--- src/rtl/smb_lock_pkg.sv ---
package smb_lock_pkg;
  localparam int REG_W = 8;

  typedef enum logic [1:0] {
    PH_OPEN   = 2'd0,
    PH_PROBED = 2'd1,
    PH_LOCKED = 2'd2
  } phase_t;

  // write-enable mask for each handshake phase
  function automatic logic [REG_W-1:0] phase_mask(phase_t ph, logic [REG_W-1:0] lock_mask);
    case (ph)
      PH_OPEN:   phase_mask = '1;
      PH_PROBED: phase_mask = lock_mask;
      default:   phase_mask = '0;
    endcase
  endfunction

  // keep unwritable bits, take writable bits from the new byte
  function automatic logic [REG_W-1:0] merge_bits(logic [REG_W-1:0] old_v,
                                                  logic [REG_W-1:0] new_v,
                                                  logic [REG_W-1:0] mask);
    merge_bits = (old_v & ~mask) | (new_v & mask);
  endfunction
endpackage

--- src/rtl/smb_lock_ctrl.sv ---
module smb_lock_ctrl
  import smb_lock_pkg::*;
#(
  parameter int W = 8,
  parameter logic [W-1:0] QUERY_VAL = 8'hFF,
  parameter logic [W-1:0] INRAM_VAL = 8'h01,
  parameter int LOCK_BIT = 1
) (
  input  phase_t       cur_phase,
  input  logic [W-1:0] cur_value,
  input  logic         wr_en,
  input  logic [W-1:0] wr_data,
  output phase_t       nxt_phase,
  output logic [W-1:0] nxt_value,
  output logic         ev_query,
  output logic         ev_discard,
  output logic         ev_lock
);
  localparam logic [W-1:0] LOCK_MASK = W'(1) << LOCK_BIT;

  logic [W-1:0] merged;

  assign merged     = merge_bits(cur_value, wr_data, phase_mask(cur_phase, LOCK_MASK));
  assign ev_query   = wr_en && (merged == QUERY_VAL);
  assign ev_discard = wr_en && !ev_query && (cur_phase == PH_OPEN);
  assign ev_lock    = wr_en && !ev_query && (cur_phase != PH_OPEN) && merged[LOCK_BIT];

  always_comb begin
    nxt_phase = cur_phase;
    nxt_value = cur_value;
    if (ev_query) begin
      nxt_phase = PH_PROBED;
      nxt_value = INRAM_VAL;
    end else if (ev_discard) begin
      nxt_value = '0;
    end else if (ev_lock) begin
      nxt_phase = PH_LOCKED;
      nxt_value = LOCK_MASK;
    end else if (wr_en) begin
      nxt_value = merged;
    end
  end
endmodule

--- src/rtl/smb_lock_store.sv ---
module smb_lock_store
  import smb_lock_pkg::*;
#(
  parameter int W = 8
) (
  input  logic         clk,
  input  logic         rst_n,
  input  phase_t       nxt_phase,
  input  logic [W-1:0] nxt_value,
  output phase_t       cur_phase,
  output logic [W-1:0] cur_value
);
  always_ff @(posedge clk) begin
    if (!rst_n) begin
      cur_phase <= PH_OPEN;
      cur_value <= '0;
    end else begin
      cur_phase <= nxt_phase;
      cur_value <= nxt_value;
    end
  end
endmodule

--- src/rtl/smb_lock_rdport.sv ---
module smb_lock_rdport #(
  parameter int W = 8
) (
  input  logic         clk,
  input  logic         rst_n,
  input  logic         rd_en,
  input  logic [W-1:0] value,
  output logic [W-1:0] rd_data,
  output logic         rd_valid
);
  always_ff @(posedge clk) begin
    if (!rst_n) begin
      rd_data  <= '0;
      rd_valid <= 1'b0;
    end else begin
      rd_valid <= rd_en;
      if (rd_en) rd_data <= value;
    end
  end
endmodule

--- src/rtl/smb_lock_reg.sv ---
module smb_lock_reg
  import smb_lock_pkg::*;
#(
  parameter int W = REG_W,
  parameter bit FEATURE_EN = 1'b1,
  parameter logic [W-1:0] QUERY_VAL = 8'hFF,
  parameter logic [W-1:0] INRAM_VAL = 8'h01,
  parameter int LOCK_BIT = 1
) (
  input  logic         clk,
  input  logic         rst_n,
  input  logic         wr_en,
  input  logic [W-1:0] wr_data,
  input  logic         rd_en,
  output logic [W-1:0] rd_data,
  output logic         rd_valid,
  output logic [W-1:0] reg_value,
  output logic         blackhole_en,
  output logic         mgmt_window_en
);
  localparam logic [W-1:0] LOCK_VAL = W'(1) << LOCK_BIT;

  logic [W-1:0] value_q;

  generate
    if (FEATURE_EN) begin : g_lock
      phase_t       phase_q, phase_d;
      logic [W-1:0] value_d;
      logic         ev_query, ev_discard, ev_lock;
      logic         locked;

      smb_lock_ctrl #(.W(W), .QUERY_VAL(QUERY_VAL), .INRAM_VAL(INRAM_VAL),
                      .LOCK_BIT(LOCK_BIT)) i_ctrl (
        .cur_phase (phase_q),
        .cur_value (value_q),
        .wr_en     (wr_en),
        .wr_data   (wr_data),
        .nxt_phase (phase_d),
        .nxt_value (value_d),
        .ev_query  (ev_query),
        .ev_discard(ev_discard),
        .ev_lock   (ev_lock)
      );

      smb_lock_store #(.W(W)) i_store (
        .clk      (clk),
        .rst_n    (rst_n),
        .nxt_phase(phase_d),
        .nxt_value(value_d),
        .cur_phase(phase_q),
        .cur_value(value_q)
      );

      assign locked         = (phase_q == PH_LOCKED);
      assign blackhole_en   = locked;
      assign mgmt_window_en = locked;

      assert_query_R3: assert property (@(posedge clk) disable iff (!rst_n)
        (wr_en && phase_q == PH_OPEN && wr_data == QUERY_VAL) |=> (value_q == INRAM_VAL));
      assert_discard_R4: assert property (@(posedge clk) disable iff (!rst_n)
        (wr_en && phase_q == PH_OPEN && wr_data != QUERY_VAL) |=> (value_q == '0 && !blackhole_en));
      assert_lock_value_R5: assert property (@(posedge clk) disable iff (!rst_n)
        ev_lock |=> (value_q == LOCK_VAL && blackhole_en));
      assert_probed_hold_R6: assert property (@(posedge clk) disable iff (!rst_n)
        (wr_en && phase_q == PH_PROBED && !wr_data[LOCK_BIT]) |=> (value_q == INRAM_VAL && !blackhole_en));
      assert_frozen_R7: assert property (@(posedge clk) disable iff (!rst_n)
        blackhole_en |=> (blackhole_en && $stable(value_q)));
      assert_enable_rise_R8: assert property (@(posedge clk) disable iff (!rst_n)
        $rose(mgmt_window_en) |-> $past(wr_en));
    end else begin : g_plain
      always_ff @(posedge clk) begin
        if (!rst_n)     value_q <= '0;
        else if (wr_en) value_q <= wr_data;
      end
      assign blackhole_en   = 1'b0;
      assign mgmt_window_en = 1'b0;

      assert_plain_store_R2: assert property (@(posedge clk) disable iff (!rst_n)
        wr_en |=> (value_q == $past(wr_data)));
    end
  endgenerate

  smb_lock_rdport #(.W(W)) i_rdport (
    .clk     (clk),
    .rst_n   (rst_n),
    .rd_en   (rd_en),
    .value   (value_q),
    .rd_data (rd_data),
    .rd_valid(rd_valid)
  );

  assign reg_value = value_q;

  assert_enables_agree_R8: assert property (@(posedge clk) disable iff (!rst_n)
    blackhole_en == mgmt_window_en);
  assert_read_pulse_R9: assert property (@(posedge clk) disable iff (!rst_n)
    rd_en |=> (rd_valid && rd_data == $past(reg_value)));
endmodule

--- config.mk ---
export PLATFORM = sky130hd
export DESIGN_NAME = smb_lock_reg
export DESIGN_NICKNAME = d
export VERILOG_FILES = /design/src/rtl/smb_lock_pkg.sv /design/src/rtl/smb_lock_ctrl.sv /design/src/rtl/smb_lock_store.sv /design/src/rtl/smb_lock_rdport.sv /design/src/rtl/smb_lock_reg.sv
export SDC_FILE = /design/constraint.sdc
export NUM_CORES = 1
export LEC_CHECK = 0
export ABC_AREA = 1
export BUFFER_PORTS_ARGS = -buffer_cell sky130_fd_sc_hd__buf_2
export CAP_MARGIN = 20
export CORE_ASPECT_RATIO = 0.9
export CORE_MARGIN = 8
export CORE_UTILIZATION = 52
export DETAILED_ROUTE_END_ITERATION = 6
export GPL_TIMING_DRIVEN = 0
export PLACE_DENSITY_LB_ADDON = 0.25
export SLEW_MARGIN = 20
export SYNTH_ARGS = -nofsm -noshare
export SYNTH_HDL_FRONTEND = slang
export SYNTH_SLANG_ARGS = --single-unit
--- constraint.sdc ---
create_clock -name clk -period 3.3 [get_ports clk]
set_input_delay 0 -clock clk [delete_from_list [all_inputs] [get_ports clk]]
set_output_delay 0 -clock clk [all_outputs]
set_load 0.02 [all_outputs]
# ---- Word-level counts from Yosys, hierarchy flattened
# Index checks and enable logic that the tools add are counted.
# W data, S select, Z words.
dict set report totals {
  in_bits 12
  output_inout_bits 19
  register_bits 19
  elab_cells 41
}
dict set report classes {
  muxes 8
  reduce_logical 16
  bitwise 6
  eq_ne 4
}
# operator n
set op_table {}
lappend op_table {{$and A8 B8 Y8} 2}
lappend op_table {{$pmux W8 S2} 1}
lappend op_table {{$eq A8 B8 Y1 const B} 1}
lappend op_table {{$not A8 Y8} 1}
lappend op_table {{$or A8 B8 Y8} 1}
lappend op_table {{$reduce_bool A2 Y1} 3}
lappend op_table {{$logic_and A1 B1 Y1} 5}
lappend op_table {{$mux W1} 5}
lappend op_table {{$mux W2} 2}
lappend op_table {{$reduce_and A2 Y1} 2}
lappend op_table {{$reduce_bool A4 Y1} 1}
lappend op_table {{$reduce_or A4 Y1} 1}
lappend op_table {{$reduce_or A3 Y1} 1}
lappend op_table {{$eq A2 B1 Y1 const B} 1}
lappend op_table {{$eq A2 B2 Y1 const B} 1}
lappend op_table {{$logic_not A2 Y1} 1}
lappend op_table {{$ne A2 B1 Y1 const B} 1}
lappend op_table {{$not A1 Y1} 2}
lappend op_table {{$reduce_or A2 Y1} 1}
lappend op_table {{$logic_not A1 Y1} 1}

# ---- Longest topological paths before layout
dict set report depth {
  depth_word 14
  mapped_depth 10
  mapped_depth_nobuf 10
}

# ---- Cells and area by module
# A second synthesis with hierarchy kept.
dict set report hier_totals {
  cells_unflattened 183
  hier_area_um2 1128.6
}
# module area_each_um2 cells_per_inst instances seq_area_each_um2
set modules_own_cells {}
lappend modules_own_cells {smb_lock_ctrl 449.2 95 1 0.0}
lappend modules_own_cells {smb_lock_rdport 375.4 54 1 180.2}
lappend modules_own_cells {smb_lock_store 286.5 31 1 200.2}
lappend modules_own_cells {smb_lock_reg 17.5 3 1 0.0}

# ---- Worst setup path after synthesis
# Ideal clock, no wire load.
dict set report synth_path {
  kind {reg-to-reg}
  from {register g_lock.i_store.cur_phase[1]}
  to {register g_lock.i_store.cur_value[5]}
  path_stages_with_launch 9
  setup_ps 122
  period_less_slack_ps 1365
  t_required_ps 3178
  arrival_ps 1244
  slack_ps 1935
  path_cell_list {dfxtp_1 nor2_2 nand2_1 nand2_1 nand2_2 nor2_4 nand2_4 a21oi_4 nor3_2}
}
dict set report synth_via {
  elab_chain_cells 12
}
# element line
set synth_lines {}
lappend synth_lines {{from (decl)} smb_lock_store.sv:10} ;# output phase_t cur_phase,
lappend synth_lines {{from (signal assigned)} smb_lock_store.sv:18} ;# cur_phase <= nxt_phase;
lappend synth_lines {{$eq A2 B1 Y1 or $logic_not A2 Y1 (tied branches)} {smb_lock_pkg.sv:12, smb_lock_ctrl.sv:25}}
lappend synth_lines {{$pmux W8 S2} smb_lock_pkg.sv:12} ;# case (ph)
lappend synth_lines {{$not A8 Y8} smb_lock_pkg.sv:23} ;# merge_bits = (old_v & ~mask) | (new_v & mask);
lappend synth_lines {{$and A8 B8 Y8} smb_lock_pkg.sv:23}
lappend synth_lines {{$or A8 B8 Y8} smb_lock_pkg.sv:23}
lappend synth_lines {{$eq A8 B8 Y1} smb_lock_ctrl.sv:24} ;# assign ev_query = wr_en && (merged == QUERY_VAL);
lappend synth_lines {{$logic_and A1 B1 Y1} smb_lock_ctrl.sv:24}
lappend synth_lines {{$logic_not A1 Y1} {smb_lock_ctrl.sv:25, smb_lock_ctrl.sv:26}}
lappend synth_lines {{$logic_and A1 B1 Y1} {smb_lock_ctrl.sv:25, smb_lock_ctrl.sv:26}}
lappend synth_lines {{$logic_and A1 B1 Y1 (2 in a row)} smb_lock_ctrl.sv:26} ;# assign ev_lock = wr_en && !ev_query && (cur_phase != PH_OPEN) && merged[LOCK_BIT];
lappend synth_lines {{$reduce_or A4 Y1 (no line)} -}
lappend synth_lines {{to (signal assigned)} smb_lock_store.sv:19} ;# cur_value <= nxt_value;
lappend synth_lines {{to (decl)} smb_lock_store.sv:11} ;# output logic [W-1:0] cur_value
# Parallel ways exist; a longest one is shown, timed or not.
# A chain may end at the register's enable or synchronous reset.

# ---- Worst setup path in the final report
dict set report layout_path {
  from {register g_lock.i_store.cur_phase[1]}
  to {register g_lock.i_store.cur_value[7]}
}
# The elaborated chain is that of the path after synthesis.

==> impl_summary.txt <==
----------------------------------------------------
[Status]
  Status ... complete, no violations

[Global routing]
  Via count of the first global-routing pass ... 963
  Largest net degree at the start of global routing ... 12
  Gr ovfl total ... 0
  Initial antenna violation count ... 0
  Global-route wire length before repair ... 3.79 mm
  All-layer global routing usage ... 0.141

[Routing]
  Per-cell via count in the routed design ... 5.12
  Vias after detailed routing ... 927
  Amount of wire on met3 after detailed routing ... 152 um
  Highest metal used ... met4
  Routed wirelength normalized by instance count ... 12.7 um
  Residual DRC ... 0
  M1 wire length ... 948 um
  Routed Wire Length ... 2.30 mm
  Wire length on met2 ... 1.18 mm
  Post-DRT Antenna Nets ... 0
  DRT Pass-1 Iters ... 4
  1st-iter DRT viols ... 20

[Clocking]
  CTS tree ... built
  Number of buffers created by CTS ... 3
  Post-cts gate resize count ... 0
  Clock transition at the registers of the reported paths ... 0.10 ns
  Clk Latency, worst-skew pair ... 0.30 ns
  Number of buffers added for setup after CTS ... 0
  CTS root buffer ... clkbuf_4
  CTS hold repair buffers ... 0
  Maximum count of clock buffers along a single path ... 2
  Number of sinks on the clock net ... 19
  H-Tree Depth ... 1

[Worst setup path]
  Worst-path maximum fanout ... 8
  CP startpoint kind ... register
  Worst Reg-to-Reg Cells ... 8
  Critical path class ... reg -> reg
  Signal arrival time at the worst endpoint ... 1.87 ns
  Worst reg2reg path startpoint ... g_lock.i_store.cur_phase[1]$_SDFFE_PP0P_
  Required arrival time at the worst endpoint ... 3.49 ns
  R2r endpoint ... g_lock.i_store.cur_value[7]$_SDFFE_PP0P_
  Critical path endpoint category ... register
  Worst R2R Setup Slack ... 1.62 ns

[Worst hold path]
  Worst hold start ... rd_en
  Class of the tightest hold or removal check ... in -> reg
  Endpoint of the worst hold-timing path ... i_rdport.rd_data[7]$_SDFFE_PN0P_
  Number of instances on the worst hold path ... 3

[Final layout]
  Non-filler cells, final ... 181
  Number of diodes ... 0
  Share of final-layout standard cells stronger than drive strength 1 ... 0.338
  Layout overhead on the synthesized area ... 22.7%
  Number of nets in the final layout ... 170

[STA]
  Share of the cycle needed by the critical path after routing ... 0.508
  Achievable clock frequency ... 597 MHz
  Final-report hold violation count ... 0
  Post-route setup TNS ... 0 ns
  Clock skew ... 0.00325 ns
  RSZ-0062 raised after global routing ... false
  Final slew viol count ... 0
  Final Setup Violations ... 0
  Clock period minus final worst setup slack ... 1.68 ns
  Max-Slew Margin vs Limit ... 0.741
  Setup ws final ... 1.62 ns
  Worst Max-Slew Pin Slew ... 0.389 ns

[Floorplanning]
  Initial standard-cell utilization of the core ... 0.549
  Total I/O pin count ... 31
  Total Die Area ... 3360 sq um
  Die outline width ... 60.2 um
  Height of the chip ... 55.8 um
  Placeable core region ... 1660 sq um
  FP Rows ... 14

[Power and ir drop]
  Leakage power of the design ... 0.000576 uW
  Power density cells ... 393 nW/um^2
  Overall power consumption ... 441 uW
  Worst ir drop on vdd ... 0.285 mV

[Yosys]
  Count of distinct cell types in the synthesized netlist ... 19
  Post-synth net total ... 135
  Post-synthesis register bit count ... 19
  Gate Count Post-Synth ... 123
  Synthesis Warnings ... 0
  Mean cell area of the mapped netlist ... 7.43 sq um
  Sequential element share of the synthesized area ... 0.416
  Mapped Area ... 913 sq um

[Placement]
  Half-perimeter wire length after placement ... 1.81 mm
  Placed cell count ... 177
  Pre-CTS setup slack ... 1.66 ns
  Final estimated routing congestion in global placement ... 0.829
  Number of buffers inserted by port buffering ... 30

[Run]
  Max-cap check violation count ... 0

----------------------------------------------------
## cell usage after synthesis
cell      instances  area (sq um)
nand2_1          28           105
dfxtp_1          19           380
nor2_1           15          56.3
o21ai_0          15          75.1
inv_1             9          33.8
a21oi_1           6          30.0
nor3_2            6          60.1
nand3_1           5          25.0
clkbuf_1          3          11.3
nand2_2           3          18.8
nand2_4           3          33.8
inv_2             2          7.51
nor2_4            2          22.5
nor3_1            2          10.0
a21oi_4           1          16.3
a31oi_1           1          6.26
buf_4             1          7.51
nor2_2            1          6.26
o21bai_1          1          7.51
## power by group
group / total, uW / switching (uW) / internal [uW]
clock network: 117 / 71.9 / 45.1
logic: 77.7 / 50.7 / 27.0
registers: 246 / 6.02 / 240
total: 441 / 129 / 312
## metrics by stage
stage	hold slack [ns]	cell area (sq um)	util
3_3_place_gp	0.327	1090	0.657
3_5_place_dp	0.351	1090	0.657
5_1_grt	0.0503	1120	0.674
6_report	0.0347	1120	0.674
2_1_floorplan	0.192	913	-
4_1_cts	0.0385	1120	0.674
## worst max path at each step
stage                     slack (ns)                                     start                                        to  cells after the start
after floorplan                 1.93  g_lock.i_store.cur_phase[1]$_SDFFE_PP0P_  g_lock.i_store.cur_value[5]$_SDFFE_PP0P_                      8
after global placement          1.74  g_lock.i_store.cur_phase[1]$_SDFFE_PP0P_  g_lock.i_store.cur_value[3]$_SDFFE_PP0P_                      8
after detailed placement        1.66  g_lock.i_store.cur_phase[1]$_SDFFE_PP0P_  g_lock.i_store.cur_value[7]$_SDFFE_PP0P_                      8
after CTS                       1.64  g_lock.i_store.cur_phase[1]$_SDFFE_PP0P_  g_lock.i_store.cur_value[7]$_SDFFE_PP0P_                      8
after global routing            1.55  g_lock.i_store.cur_phase[1]$_SDFFE_PP0P_  g_lock.i_store.cur_value[7]$_SDFFE_PP0P_                      8
final                           1.62  g_lock.i_store.cur_phase[1]$_SDFFE_PP0P_  g_lock.i_store.cur_value[7]$_SDFFE_PP0P_                      8
## sequential cells by signal, indices dropped and copies added (netlist names)
| signal | cells |
|---|---|
| i_rdport.rd_valid | 1 |
| g_lock.i_store.cur_phase | 2 |
| i_rdport.rd_data | 8 |
| g_lock.i_store.cur_value | 8 |
## kinds of logic (layout without fill, tap and decap cells)
group                  Yosys count  after routing  share of synthesized area
DFF                             19             19                      0.416
and+or+nand+nor                 65             65                      0.370
AOI/OAI and AO/OA               24             24                      0.148
buffers and inverters           15             49                     0.0658
## critical path, cell delays in order (launching register included)
cell and delay (ns):
dfxtp_1 0.36, nor2_2 0.33, nand2_1 0.13, nand2_1 0.12
nand2_2 0.08, nor2_4 0.12, nand2_4 0.09, a21oi_4 0.28
nor3_2 0.07
## placed cells by master (no fill, tap or decap), drive strengths merged
| cell | n |
|---|---|
| nand3 | 5 |
| buf | 31 |
| a31oi | 1 |
| clkinv | 1 |
| o21bai | 1 |
| nand2 | 34 |
| nor2 | 18 |
| inv | 11 |
| o21ai | 15 |
| dfxtp | 19 |
| nor3 | 8 |
| clkbuf | 6 |
| a21oi | 7 |
## per-layer routing
metal / global-route usage / vias up
li1: - / 463
met1: 0.142 / 436
met2: 0.255 / 24
met3: 0.0439 / 4
met4: 0.0544 / 0
met5: 0 / -
## cell type report
| class | instances | area (sq um) |
|---|---|---|
| Multi-Input combinational cell | 89 | 473 |
| Clock buffer | 3 | 22.5 |
| Tap cell | 24 | 30.0 |
| Timing Repair Buffer | 30 | 150 |
| Sequential cell | 19 | 380 |
| Buffer | 4 | 18.8 |
| Clock inverter | 1 | 5.00 |
| Inverter | 11 | 41.3 |
| Fill cell | 145 | 543 |
Note: power is estimated with default switching activity, not from simulation.
